File: config.mk
export PLATFORM = sky130hd
export DESIGN_NAME = trim_loop_ctrl
export DESIGN_NICKNAME = d
export VERILOG_FILES = /design/src/rtl/trim_pkg.sv /design/src/rtl/trim_step_calc.sv /design/src/rtl/trim_target_latch.sv /design/src/rtl/trim_settle_timer.sv /design/src/rtl/trim_loop_ctrl.sv
export SDC_FILE = /design/constraint.sdc
export NUM_CORES = 1
export LEC_CHECK = 0
export ABC_AREA = 1
export BUFFER_PORTS_ARGS = -buffer_cell sky130_fd_sc_hd__buf_2
export CELL_PAD_IN_SITES_DETAIL_PLACEMENT = 1
export CELL_PAD_IN_SITES_GLOBAL_PLACEMENT = 2
export CORE_ASPECT_RATIO = 0.8
export CORE_MARGIN = 2
export CORE_UTILIZATION = 33
export DETAILED_ROUTE_END_ITERATION = 6
export HOLD_SLACK_MARGIN = 0.05
export PLACE_DENSITY = 0.83
export SLEW_MARGIN = 25
export SYNTH_ARGS = -nofsm -noshare
export SYNTH_HDL_FRONTEND = slang
export SYNTH_SLANG_ARGS = --single-unit
File: constraint.sdc
create_clock -name clk -period 3.22 [get_ports clk]
set_clock_uncertainty 0.05 [all_clocks]
set_input_delay 0.644 -clock clk [delete_from_list [all_inputs] [get_ports clk]]
set_output_delay 0.644 -clock clk [all_outputs]
set_load 0.02 [all_outputs]
File: src/rtl/trim_pkg.sv
package trim_pkg;
    typedef enum logic [2:0] {
        ST_RD_REQ  = 3'd0,
        ST_RD_WAIT = 3'd1,
        ST_ADJ     = 3'd2,
        ST_WR_REQ  = 3'd3,
        ST_WR_WAIT = 3'd4,
        ST_SETTLE  = 3'd5
    } loop_state_e;

    typedef enum logic [1:0] {
        DIR_HOLD = 2'b00,
        DIR_UP   = 2'b01,
        DIR_DOWN = 2'b10
    } step_dir_e;
endpackage

File: src/rtl/trim_step_calc.sv
module trim_step_calc
    import trim_pkg::*;
#(
    parameter int CODE_W = 12
) (
    input  logic [CODE_W-1:0] meas,
    input  logic [CODE_W-1:0] target,
    input  logic [CODE_W-1:0] cur,
    output logic [CODE_W-1:0] nxt,
    output logic [1:0]        dir
);
    localparam logic [CODE_W-1:0] CODE_MAX = '1;
    localparam logic [CODE_W-1:0] CODE_MIN = '0;

    // inverted sense: low reading lowers the code
    always_comb begin
        nxt = cur;
        dir = DIR_HOLD;
        if ((meas < target) && (cur != CODE_MIN)) begin
            nxt = cur - 1'b1;
            dir = DIR_DOWN;
        end else if ((meas > target) && (cur != CODE_MAX)) begin
            nxt = cur + 1'b1;
            dir = DIR_UP;
        end
    end
endmodule

File: src/rtl/trim_target_latch.sv
module trim_target_latch #(
    parameter int CODE_W = 12
) (
    input  logic              clk,
    input  logic              rst_n,
    input  logic              load,
    input  logic [CODE_W-1:0] load_code,
    input  logic              apply,
    output logic [CODE_W-1:0] active
);
    typedef struct packed {
        logic [CODE_W-1:0] pend;
        logic [CODE_W-1:0] act;
    } tgt_t;

    tgt_t tgt_d, tgt_q;

    always_comb begin
        tgt_d = tgt_q;
        if (load) tgt_d.pend = load_code;
        // a strobe coinciding with the pass start wins over the older value
        if (apply) tgt_d.act = load ? load_code : tgt_q.pend;
    end

    always_ff @(posedge clk or negedge rst_n) begin
        if (!rst_n) tgt_q <= '0;
        else        tgt_q <= tgt_d;
    end

    assign active = tgt_q.act;
endmodule

File: src/rtl/trim_settle_timer.sv
module trim_settle_timer #(
    parameter int CNT_W = 16
) (
    input  logic             clk,
    input  logic             rst_n,
    input  logic             load,
    input  logic [CNT_W-1:0] load_val,
    output logic             expire
);
    localparam logic [CNT_W-1:0] LAST = CNT_W'(1);

    logic [CNT_W-1:0] cnt_d, cnt_q;

    always_comb begin
        cnt_d = cnt_q;
        if (load)               cnt_d = load_val;
        else if (cnt_q != '0)   cnt_d = cnt_q - 1'b1;
    end

    always_ff @(posedge clk or negedge rst_n) begin
        if (!rst_n) cnt_q <= '0;
        else        cnt_q <= cnt_d;
    end

    assign expire = (cnt_q == LAST);
endmodule

File: src/rtl/trim_loop_ctrl.sv
module trim_loop_ctrl
    import trim_pkg::*;
#(
    parameter int CODE_W = 12,
    parameter int WAIT_W = 16,
    parameter int PASS_W = 16
) (
    input  logic              clk,
    input  logic              rst_n,
    input  logic [CODE_W-1:0] tgt_code,
    input  logic              tgt_load,
    input  logic [WAIT_W-1:0] up_wait,
    input  logic [WAIT_W-1:0] dn_wait,
    output logic              rd_start,
    input  logic              rd_done,
    input  logic [CODE_W-1:0] rd_code,
    output logic              wr_start,
    input  logic              wr_done,
    output logic [CODE_W-1:0] dac_code,
    output logic [1:0]        step_dir,
    output logic [PASS_W-1:0] pass_cnt
);
    typedef struct packed {
        loop_state_e       st;
        logic [CODE_W-1:0] meas;
        logic [CODE_W-1:0] dac;
        logic [1:0]        dir;
        logic [PASS_W-1:0] pass;
    } ctl_t;

    localparam ctl_t CTL_RST = '{
        st:   ST_RD_REQ,
        meas: '0,
        dac:  '1,
        dir:  DIR_HOLD,
        pass: '0
    };

    ctl_t              ctl_d, ctl_q;
    logic [CODE_W-1:0] tgt_act;
    logic [CODE_W-1:0] calc_nxt;
    logic [1:0]        calc_dir;
    logic              tmr_load;
    logic              tmr_expire;
    logic [WAIT_W-1:0] wait_sel;

    trim_target_latch #(.CODE_W(CODE_W)) u_tgt (
        .clk       (clk),
        .rst_n     (rst_n),
        .load      (tgt_load),
        .load_code (tgt_code),
        .apply     (ctl_q.st == ST_RD_REQ),
        .active    (tgt_act)
    );

    trim_step_calc #(.CODE_W(CODE_W)) u_calc (
        .meas   (ctl_q.meas),
        .target (tgt_act),
        .cur    (ctl_q.dac),
        .nxt    (calc_nxt),
        .dir    (calc_dir)
    );

    trim_settle_timer #(.CNT_W(WAIT_W)) u_tmr (
        .clk      (clk),
        .rst_n    (rst_n),
        .load     (tmr_load),
        .load_val (wait_sel),
        .expire   (tmr_expire)
    );

    always_comb begin
        ctl_d    = ctl_q;
        tmr_load = 1'b0;
        wait_sel = '0;
        case (ctl_q.st)
            ST_RD_REQ: ctl_d.st = ST_RD_WAIT;
            ST_RD_WAIT: begin
                if (rd_done) begin
                    ctl_d.meas = rd_code;
                    ctl_d.st   = ST_ADJ;
                end
            end
            ST_ADJ: begin
                ctl_d.dac  = calc_nxt;
                ctl_d.dir  = calc_dir;
                ctl_d.pass = ctl_q.pass + 1'b1;
                ctl_d.st   = ST_WR_REQ;
            end
            ST_WR_REQ: ctl_d.st = ST_WR_WAIT;
            ST_WR_WAIT: begin
                if (wr_done) begin
                    if (ctl_q.dir == DIR_UP)        wait_sel = up_wait;
                    else if (ctl_q.dir == DIR_DOWN) wait_sel = dn_wait;
                    if (wait_sel != '0) begin
                        tmr_load = 1'b1;
                        ctl_d.st = ST_SETTLE;
                    end else begin
                        ctl_d.st = ST_RD_REQ;
                    end
                end
            end
            ST_SETTLE: begin
                if (tmr_expire) ctl_d.st = ST_RD_REQ;
            end
            default: ctl_d.st = ST_RD_REQ;
        endcase
    end

    always_ff @(posedge clk or negedge rst_n) begin
        if (!rst_n) ctl_q <= CTL_RST;
        else        ctl_q <= ctl_d;
    end

    assign rd_start = (ctl_q.st == ST_RD_REQ);
    assign wr_start = (ctl_q.st == ST_WR_REQ);
    assign dac_code = ctl_q.dac;
    assign step_dir = ctl_q.dir;
    assign pass_cnt = ctl_q.pass;
endmodule

==> results.txt <==
Min Hold Slack: 305.3 ps
worst endpoint required time: 3450 ps
DRT Pass-1 Iters: 4
vias in the first global route: 4791
Synth Warn #: 0
final setup margin: 315.4 ps
DP Worst Slack: 142.1 ps
number of synthesized register bits: 85
Worst setup SP type: register
Worst Max-Slew Pin Slew: 733.3 ps
# DRC: 0
DIE WIDTH: 146.0 um
fin crit period: 2905 ps
Post-CTS Setup Inserts: 0
IO buf count: 92
CP arrival: 3130 ps
status: completed
total core area: 15800 um2
clock root cell: clkbuf_16
fin crit share: 90.20%
worst r2r src: ctl_q[41]$_DFFE_PN0P_
fin. max-slew vios: 0
Synth Instances: 670
Avg Cell Area, Syn: 7.946 um2
total global-route track usage: 16.98%
Total Negative Setup Slacks: 0 ps
Synth Cell Area: 5324 um2
DPL Wire Length: 10.93 mm
clock group share of total power: 15.4%
Pint: 0.003545 W
worst skew pair latency: 350 ps
Comb power frac: 57.6%
final global-route overflow total: 0
commonest non-fill, non-tap cells in the layout: nand2_1 (162), buf_2 (91), inv_1 (83), dfrtp_1 (73), nand3_1 (60)
Unique masters post-synth: 31
H-tree levels: 3
Max Clock Freq: 0.3443 GHz
number of diodes: 0
Worst Setup Path Type: register to register
Sw Pwr: 0.003384 W
# rows: 41
WL final: 14.03 mm
ys async rst share: 100.0%
vias: 4463
Pleak: 3.251 nW
CP Capture Type: register
largest net degree at the start of global routing: 53
number of synthesized flops with an enable pin: 0
hold-fix buffers at CTS: 0
CTS Buf Count: 9
maximum vdd ir drop: 0.4077 mV
Worst slew margin: 50.97%
clock transition at the registers of the reported paths: 70 ps
# nets final: 822
Max FO, Critical Path: 6
sequential fraction of design power: 27.0%
clock tree from TritonCTS: built
Hold Fails Final Rpt: 0
Pwr Total: 0.006929 W
Critical R2R Capture: dac_code[11]$_DFFE_PN1P_
Reg2Reg Depth: 19
initial antenna violation count: 0
PD cells: 1130 nW/um2
Max Cap Violations: 0
routability congestion estimate: 0.8719
commonest non-fill, non-tap cell in the layout: nand2_1
routed len/inst: 14.69 um
Ports: 93
Max Root-Sink Buffers: 2
die outline height: 117.6 um
first-pass GRT wire length: 23.56 mm
# clock sinks: 85
CTS resizes: 0
crit path launch: ctl_q[41]$_DFFE_PN0P_
Iteration-0 DRC Markers: 127
Vias/cell: 4.673
Layout area overhead: 15.18%
RSZ-0062 raised after global routing: no
r2r setup slk: 320 ps
Syn Nets: 757
Seq/Total Area, Yosys: 40.24%
Die ar.: 17170 um2
HP Class: input port to async pin
endpoints failing setup: 0
ANT nets after route: 0
Top FF cell, synth: dfrtp_1
layout cell share with drive strength beyond 1: 22.70%
Initial Util: 33.69%
Sw Ratio: 48.83%
## flip-flops by register name, summed over array words and instances (netlist names)
name	cells
u_tmr.cnt_q	16
dac_code	12
pass_cnt	16
u_tgt.active	12
step_dir	2
ctl_q	15
u_tgt.tgt_q	12
## worst max-delay path, cell delays in order (launching register included)
cell and delay (ps):
dfrtp_1 390, ha_1 300, nand2_1 90, inv_1 90
nand3_1 80, nor2_2 160, nand2_1 130, nand3_2 130
inv_2 100, buf_4 170, ha_1 360, nand2_1 100
nor2_1 150, nand3_1 90, nand3b_1 120, inv_1 50
nand2_1 80, nand3_1 80, nand2_1 70, nand2_1 50
## synth_stat cells, types with 2 or more instances
cell      number  share of area [%]
inv_1         84                5.9
nand2_1      162                 11
nand4_1       13                1.5
nand3_2        3               0.56
clkbuf_1       3               0.21
buf_4         32                4.5
nand3b_1       5               0.71
ha_1          25                5.9
dfstp_2       12                5.9
nand2_2        2               0.23
mux2_2        23                4.9
buf_2          4               0.38
nand3_1       61                5.7
xor2_1        22                3.6
inv_2          2               0.14
nor3_1        12                1.1
nor2_2         4               0.47
xnor2_1       10                1.6
buf_6          3               0.63
o21ai_0       31                2.9
a21oi_1       18                1.7
nor2_1        58                4.1
dfrtp_1       73                 34
## metal layers
metal  global-route usage (%)  vias to the layer above  share of wire, %  routed length, um
li1                         -                     2245                 -                  -
met1                    22.95                     2138                49               6903
met2                    27.51                       61                46               6439
met3                    3.566                       19               3.2                455
met4                    4.976                        0               1.7                233
met5                        0                        -                 0                  0
## final cells by class
type                    count  area, um2
fillers                  1990       9668
multi-input cells         456       2584
well taps                 215      269.0
repair buffers             97      513.0
inverters                  86      322.8
clock buffers               9      225.2
clock inverters             7      76.32
flip-flops and latches     85       2142
## per-stage QoR
step / utilization, % / instance area, um2 / instances
final: 38.81 / 6132 / 955
after global routing: 38.81 / 6132 / 955
after CTS: 38.60 / 6098 / 955
after detailed placement: 36.69 / 5797 / 939
after global placement: 36.69 / 5797 / 939
after floorplan: - / 5324 / 670
## cells by family (layout without fill, tap and decap cells)
| family | count (synthesis) | after routing | synth area share (%) |
|---|---|---|---|
| AOI/OAI and AO/OA | 53 | 53 | 5.100 |
| xor gates and xnor gates | 32 | 32 | 5.264 |
| adders and majority gates | 26 | 26 | 6.251 |
| buffers and inverters | 129 | 199 | 11.87 |
| DFF | 85 | 85 | 40.23 |
| muxes | 23 | 23 | 4.865 |
| and+or+nand+nor | 322 | 322 | 26.42 |
## worst max-delay path by stage
stage	slack (ps)	to
6_report	320	dac_code[11]$_DFFE_PN1P_
5_1_grt	30	dac_code[9]$_DFFE_PN1P_
4_1_cts	100	dac_code[8]$_DFFE_PN1P_
3_5_place_dp	140	dac_code[8]$_DFFE_PN1P_
3_3_place_gp	320	dac_code[9]$_DFFE_PN1P_
2_1_floorplan	530	dac_code[8]$_DFFE_PN1P_
## power groups by stage
stage / Combinational, W / Sequential [W] / Clock [W]
2_1_floorplan: 0.00310 / 0.00175 / 0
3_3_place_gp: 0.00372 / 0.00187 / 0
3_5_place_dp: 0.00388 / 0.00189 / 0
4_1_cts: 0.00392 / 0.00187 / 0.00110
5_1_grt: 0.00460 / 0.00194 / 0.00114
6_report: 0.00399 / 0.00187 / 0.00107
No activity file was read; power rests on OpenSTA's default activity.
